<file path="src/rtl/dbtx_pkg.sv">
package dbtx_pkg;
  localparam int DATA_W  = 8;
  localparam int FRAME_W = DATA_W + 3;
  localparam int CNT_W   = $clog2(FRAME_W + 1);

  // prescale factor picked by the clock-source select
  function automatic int src_div(input logic [1:0] sel);
    case (sel)
      2'd0:    return 1;
      2'd1:    return 8;
      default: return 32;
    endcase
  endfunction

  // parity bit over the data byte; odd=1 gives odd total parity
  function automatic logic parity_of(input logic [DATA_W-1:0] d, input logic odd);
    return (^d) ^ odd;
  endfunction

  // number of bit slots in one frame
  function automatic logic [CNT_W-1:0] frame_len(input logic pe);
    return pe ? CNT_W'(FRAME_W) : CNT_W'(FRAME_W - 1);
  endfunction
endpackage

</file>
<file path="src/rtl/dbtx_baud.sv">
module dbtx_baud #(
  parameter int BRG_W = 8,
  parameter int OVS   = 16,
  parameter int PSC_W = 5
) (
  input  logic             clk,
  input  logic             rst_n,
  input  logic [BRG_W-1:0] brg_n,
  input  logic [1:0]       clk_sel,
  output logic             bit_tick
);
  import dbtx_pkg::*;
  localparam int SUB_W = $clog2(OVS);

  logic [PSC_W-1:0] psc;
  logic [BRG_W-1:0] reload_cnt;
  logic [SUB_W-1:0] sub;
  logic             fi_en;
  logic             brg_ovf;
  logic [PSC_W-1:0] psc_top;

  assign psc_top  = PSC_W'(src_div(clk_sel) - 1);
  assign fi_en    = (psc >= psc_top);
  assign brg_ovf  = fi_en && (reload_cnt == '0);
  assign bit_tick = brg_ovf && (sub == SUB_W'(OVS - 1));

  always_ff @(posedge clk or negedge rst_n) begin
    if (!rst_n) begin
      psc        <= '0;
      reload_cnt <= '0;
      sub        <= '0;
    end else begin
      psc <= fi_en ? '0 : psc + 1'b1;
      if (fi_en)
        reload_cnt <= (reload_cnt == '0) ? brg_n : reload_cnt - 1'b1;
      if (brg_ovf)
        sub <= sub + 1'b1;
    end
  end

  AST_TICK_SPACING: assert property (@(posedge clk) disable iff (!rst_n)
    bit_tick |=> !bit_tick || (src_div(clk_sel) == 1 && brg_n == '0 && OVS == 1));
endmodule

</file>
<file path="src/rtl/dbtx_shifter.sv">
module dbtx_shifter
  import dbtx_pkg::*;
(
  input  logic              clk,
  input  logic              rst_n,
  input  logic              bit_tick,
  input  logic              load,
  input  logic [DATA_W-1:0] data,
  input  logic              par_en,
  input  logic              par_odd,
  output logic              txd,
  output logic              busy,
  output logic              last_done
);
  logic [FRAME_W-1:0] sh;
  logic [CNT_W-1:0]   left;

  assign last_done = bit_tick && busy && (left == CNT_W'(1));
  assign txd       = busy ? sh[0] : 1'b1;

  always_ff @(posedge clk or negedge rst_n) begin
    if (!rst_n) begin
      sh   <= '1;
      left <= '0;
      busy <= 1'b0;
    end else if (load) begin
      sh   <= {1'b1, (par_en ? parity_of(data, par_odd) : 1'b1), data, 1'b0};
      left <= frame_len(par_en);
      busy <= 1'b1;
    end else if (bit_tick && busy) begin
      if (left == CNT_W'(1)) begin
        busy <= 1'b0;
      end else begin
        sh   <= {1'b1, sh[FRAME_W-1:1]};
        left <= left - 1'b1;
      end
    end
  end

  AST_START_LOW: assert property (@(posedge clk) disable iff (!rst_n)
    load |=> !txd);
  AST_STOP_HIGH: assert property (@(posedge clk) disable iff (!rst_n)
    last_done |-> txd);
  AST_LINE_HOLDS: assert property (@(posedge clk) disable iff (!rst_n)
    (!bit_tick && !load) |=> $stable(txd));
endmodule

</file>
<file path="src/rtl/dbuf_uart_tx.sv">
module dbuf_uart_tx
  import dbtx_pkg::*;
#(
  parameter int BRG_W = 8
) (
  input  logic             clk,
  input  logic             rst_n,
  input  logic [BRG_W-1:0] brg_n,
  input  logic [1:0]       clk_sel,
  input  logic             tx_en,
  input  logic             par_en,
  input  logic             par_odd,
  input  logic             irq_sel,
  input  logic             wr_en,
  input  logic [7:0]       wr_data,
  input  logic             irq_ack,
  input  logic             irq_clr,
  output logic             txd,
  output logic             buf_empty,
  output logic             shift_empty,
  output logic             irq
);
  logic [DATA_W-1:0] hold_q;
  logic              hold_full;
  logic              bit_tick;
  logic              busy;
  logic              last_done;
  logic              load;
  logic              irq_set;

  dbtx_baud #(.BRG_W(BRG_W), .OVS(16), .PSC_W(5)) u_baud (
    .clk(clk), .rst_n(rst_n), .brg_n(brg_n), .clk_sel(clk_sel), .bit_tick(bit_tick)
  );

  dbtx_shifter u_shift (
    .clk(clk), .rst_n(rst_n), .bit_tick(bit_tick), .load(load), .data(hold_q),
    .par_en(par_en), .par_odd(par_odd), .txd(txd), .busy(busy), .last_done(last_done)
  );

  assign load        = bit_tick && hold_full && tx_en && (!busy || last_done);
  assign irq_set     = irq_sel ? (last_done && !load) : load;
  assign buf_empty   = !hold_full;
  assign shift_empty = !busy;

  always_ff @(posedge clk or negedge rst_n) begin
    if (!rst_n) begin
      hold_q    <= '0;
      hold_full <= 1'b0;
      irq       <= 1'b0;
    end else begin
      if (wr_en) begin
        hold_q    <= wr_data;
        hold_full <= 1'b1;
      end else if (load) begin
        hold_full <= 1'b0;
      end
      if (irq_set)
        irq <= 1'b1;
      else if (irq_ack || irq_clr)
        irq <= 1'b0;
    end
  end

  AST_WR_CLEARS_EMPTY: assert property (@(posedge clk) disable iff (!rst_n)
    wr_en |=> !buf_empty);
  AST_MOVE_ON_TICK: assert property (@(posedge clk) disable iff (!rst_n)
    $rose(buf_empty) |-> $past(bit_tick));
  AST_IRQ_ON_MOVE: assert property (@(posedge clk) disable iff (!rst_n)
    (load && !irq_sel) |=> irq);
  AST_IRQ_ON_DONE: assert property (@(posedge clk) disable iff (!rst_n)
    ($rose(shift_empty) && $past(irq_sel)) |-> irq);
  AST_IRQ_CLEAR: assert property (@(posedge clk) disable iff (!rst_n)
    ((irq_ack || irq_clr) && !irq_set) |=> !irq);
  AST_HOLD_DISABLED: assert property (@(posedge clk) disable iff (!rst_n)
    (!tx_en && shift_empty) |=> shift_empty);
endmodule

</file>
<file path="config.mk">
export PLATFORM = sky130hd
export DESIGN_NAME = dbuf_uart_tx
export DESIGN_NICKNAME = d
export VERILOG_FILES = /design/src/rtl/dbtx_pkg.sv /design/src/rtl/dbtx_baud.sv /design/src/rtl/dbtx_shifter.sv /design/src/rtl/dbuf_uart_tx.sv
export SDC_FILE = /design/constraint.sdc
export NUM_CORES = 1
export LEC_CHECK = 0
export BUFFER_PORTS_ARGS = -buffer_cell sky130_fd_sc_hd__buf_2
export CORE_MARGIN = 4
export CORE_UTILIZATION = 61
export DETAILED_ROUTE_END_ITERATION = 7
export PLACE_DENSITY = 0.84
export SLEW_MARGIN = 20
export SYNTH_ARGS = -nofsm -noshare
export SYNTH_HDL_FRONTEND = slang
export SYNTH_SLANG_ARGS = --single-unit
</file>
<file path="constraint.sdc">
create_clock -name clk -period 3.5 [get_ports clk]
set_clock_uncertainty 0.2 [all_clocks]
set_input_delay 0.175 -clock clk [delete_from_list [all_inputs] [get_ports clk]]
set_output_delay 0.175 -clock clk [all_outputs]
set_load 0.01 [all_outputs]
</file>
==> impl_metrics.csv <==
group,metric,value,unit
status,status,"completed",
sta,finalHoldViolCount,0,
worst_setup_path,slowest_delay,0.56,ns
synth,ys_warn_count,0,
worst_setup_path,cp.arrival,2.81,ns
cts,cts_max_level,2,
worst_setup_path,crit_type,"reg -> reg",
routing,drt-initial-drc-count,89,
global_route,track_usage,0.241,
routing,viasPerCell,5.60,
cts,clkSlewWorstSetupHoldPaths,0.13,ns
global_route,grt_antenna_before_repair,0,
cts,root_buffer,"clkbuf_4",
worst_setup_path,cp-end-kind,"register",
cells_and_area,area_delta_synth_final,22.8,%
synth,synth_ff_type,"dfrtp_1",
cells_and_area,drive_gt1_frac,0.249,
cts,clk-insertion-delay-late,0.37,ns
routing,first_pass_iters,4,
power_and_ir_drop,ir_drop,0.000413,V
min_path,worstHoldPathType,"in -> reg",
sta,post-route-min-period,2.74,ns
placement,port_buffers,30,
cts,cts_tree,"yes",
synth,seq_area_frac_synth,0.480,
synth,postSynthAreaPerCell,10.3,sq um
placement,gp_congestion,0.776,
cells_and_area,fill_cells,223,
cells_and_area,diodes,0,
worst_setup_path,crit_family,"buffers and inverters",
sta,period_share,0.782,
cells_and_area,final_nets,309,
global_route,grt_pass1_vias,1887,
die,core_area,3420,sq um
worst_setup_path,critPathBufInv,3,
cts,post-cts-setup-buffers,0,
die,ioPinCount,31,
routing,wl_per_cell,15.0,um
worst_setup_path,crit_chain,"inv_1 > ha_1 > nand2b_1 > a221oi_1 > o21ai_2 > buf_4 > nand3_1 > o21ai_0 > dlygate4sd3_1",
sta,rsz0062_at_grt,"false",
min_path,worstHoldStart,"brg_n[7]",
die,fp.dieH,68.3,um
synth,async_flop_share,1.00,
die,start_util,0.649,
cells_and_area,utilization,0.797,
power_and_ir_drop,power.density,498,nW/um^2
synth,ys_types,39,
sta,maxSlewHeadroom,0.403,
cts,numCtsBuffers,5,
routing,wl,4.80,mm
placement,hpwlAfterDp,2.90,mm
global_route,grt_pass1_wl,8.25,mm
global_route,grt_busiest_layer,"met2",
routing,final_antenna_net_count,0,
synth,synth_edf_count,0,
sta,setup_viol,0,
die,die_w,68.3,um
sta,fmax,365,MHz
worst_setup_path,slowest_stage,"dlygate4sd3_1",
worst_setup_path,crit_fanout,15,
synth,syn-cell-area,2220,sq um
job,maxCapViolCount,0,
sta,worst_pin_slew,0.895,ns
routing,drt_drc_violations_left,0,
global_route,grt_max_degree,43,
worst_setup_path,timing.rr.start,"u_baud.psc[0]",
routing,via_count,1785,
global_route,grt_util_met3,0.0591,
sta,setup_tns,0,ns
cts,clkSinkCount,42,
global_route,grt-ovfl-total,0,
power_and_ir_drop,p_leak,1.31,nW
worst_setup_path,required,3.57,ns
worst_setup_path,crit_start,"u_baud.psc[0]",
global_route,grt_util_met1,0.282,
die,rows,21,
global_route,use_met2,0.428,
cts,clockBufferDepth,2,
die,dieArea,4660,sq um
synth,netlist_instances,215,
synth,synth_nets,252,
worst_setup_path,crit_path_start_kind,"register",
synth,ys_ff_latch,42,
sta,maxSlewViolCount,0,
[tightest hold or removal path: cells and delay by family]
| kind | cells | cell delay, ns |
|---|---|---|
| AO/OA/AOI/OAI | 2 | 0.27 |
| AND/OR/NAND/NOR | 1 | 0.12 |
| buffers and inverters | 1 | 0.10 |
[what timing repair did]
| action | CTS | global route |
|---|---|---|
| resized for setup | 0 | 0 |
| hold buffers | 25 | 0 |
| endpoints found under the hold margin | 52 | 0 |
[per-stage QoR]
| stage | cell area (sq um) | total power, mW | std cells | setup WS [ns] | hold slack (ns) |
|---|---|---|---|---|---|
| 2_1_floorplan | 2220 | 0.959 | 215 | 0.983 | -0.321 |
| 3_3_place_gp | 2410 | 1.05 | 286 | 0.841 | 0.148 |
| 3_5_place_dp | 2410 | 1.07 | 286 | 0.716 | 0.151 |
| 4_1_cts | 2720 | 1.34 | 319 | 0.756 | 0.0626 |
| 5_1_grt | 2720 | 1.46 | 319 | 0.539 | 0.163 |
| 6_report | 2720 | 1.36 | 319 | 0.762 | 0.149 |
[flip-flops by register name, indices dropped and copies added, names as in the netlist]
signal,flops
u_shift.sh,10
hold_q,8
u_baud.reload_cnt,8
u_baud.psc,5
u_baud.sub,4
u_shift.left,4
hold_full,1
irq,1
u_shift.busy,1
[area by class of cell]
cell class | instances | area, sq um | area share
clock buffers | 5 | 37.5 | 0.0138
clock inverters | 3 | 25.0 | 0.00919
inverters | 11 | 41.3 | 0.0152
multi-input cells | 155 | 1080 | 0.398
flip-flops and latches | 42 | 1060 | 0.391
well taps | 46 | 57.6 | 0.0211
repair buffers | 57 | 415 | 0.153
[layout by cell type (no fill, tap or decap), types with 2 or more instances in the layout]
cell type      count
nor3b_1            3
dfstp_2           10
xnor2_1            9
dlygate4sd3_1     25
buf_2             30
nand4_1            2
dfrtp_1           32
mux2i_1            9
clkbuf_4           5
a31oi_1            2
nand2b_1           4
xor2_1             5
a21oi_1           17
or3_1              6
nand3_1            6
buf_4              2
nand2_1           11
nor3_1             8
nor2_1            24
mux2_2            12
o21ai_0            9
ha_1              10
inv_1             11
[Yosys cell counts (2+ instances only)]
| library cell | count | area (sq um) |
|---|---|---|
| dfrtp_1 | 32 | 801 |
| dfstp_2 | 10 | 263 |
| nand2_1 | 11 | 41.3 |
| nand2b_1 | 4 | 25.0 |
| o21ai_0 | 9 | 45.0 |
| mux2_2 | 12 | 135 |
| a31oi_1 | 2 | 12.5 |
| nand4_1 | 2 | 12.5 |
| nor3_1 | 8 | 40.0 |
| mux2i_1 | 9 | 90.1 |
| ha_1 | 10 | 125 |
| xnor2_1 | 9 | 78.8 |
| clkbuf_1 | 6 | 22.5 |
| inv_1 | 11 | 41.3 |
| xor2_1 | 5 | 43.8 |
| a21oi_1 | 17 | 85.1 |
| or3_1 | 6 | 37.5 |
| nor3b_1 | 3 | 22.5 |
| nand3_1 | 6 | 30.0 |
| nor2_1 | 24 | 90.1 |
[power breakdown]
| group | total (mW) | switching (mW) | leakage (nW) | internal, mW |
|---|---|---|---|---|
| combinational | 0.430 | 0.230 | 0.789 | 0.200 |
| sequential | 0.671 | 0.0963 | 0.493 | 0.575 |
| clock | 0.256 | 0.174 | 0.0318 | 0.0819 |
| total | 1.36 | 0.500 | 1.31 | 0.857 |
[kinds of logic after synthesis]
group / count (synthesis) / synth area share
xor gates and xnor gates: 14 / 0.0553
muxes: 21 / 0.102
and+or+nand+nor: 71 / 0.170
AOI/OAI and AO/OA: 39 / 0.105
DFF: 42 / 0.480
buffers and inverters: 18 / 0.0322
adders and majority gates: 10 / 0.0564
[metal layers]
metal	vias up	part of all wire
met5	-	0
met4	0	0.015
met2	52	0.53
met3	7	0.041
met1	856	0.41
li1	870	-
[worst paths after layout]
check,endpoint,cells past startpoint,slack [ns]
worst max register to register,irq,9,0.76
min in group asynchronous,hold_q[1],2,0.25
max in group asynchronous,hold_full,2,2.28
worst max-delay path,irq,9,0.76
worst min register to register,u_shift.sh[9],2,0.29
worst min-delay path,u_baud.reload_cnt[7],4,0.15
Power figures use the tool's default switching activity.
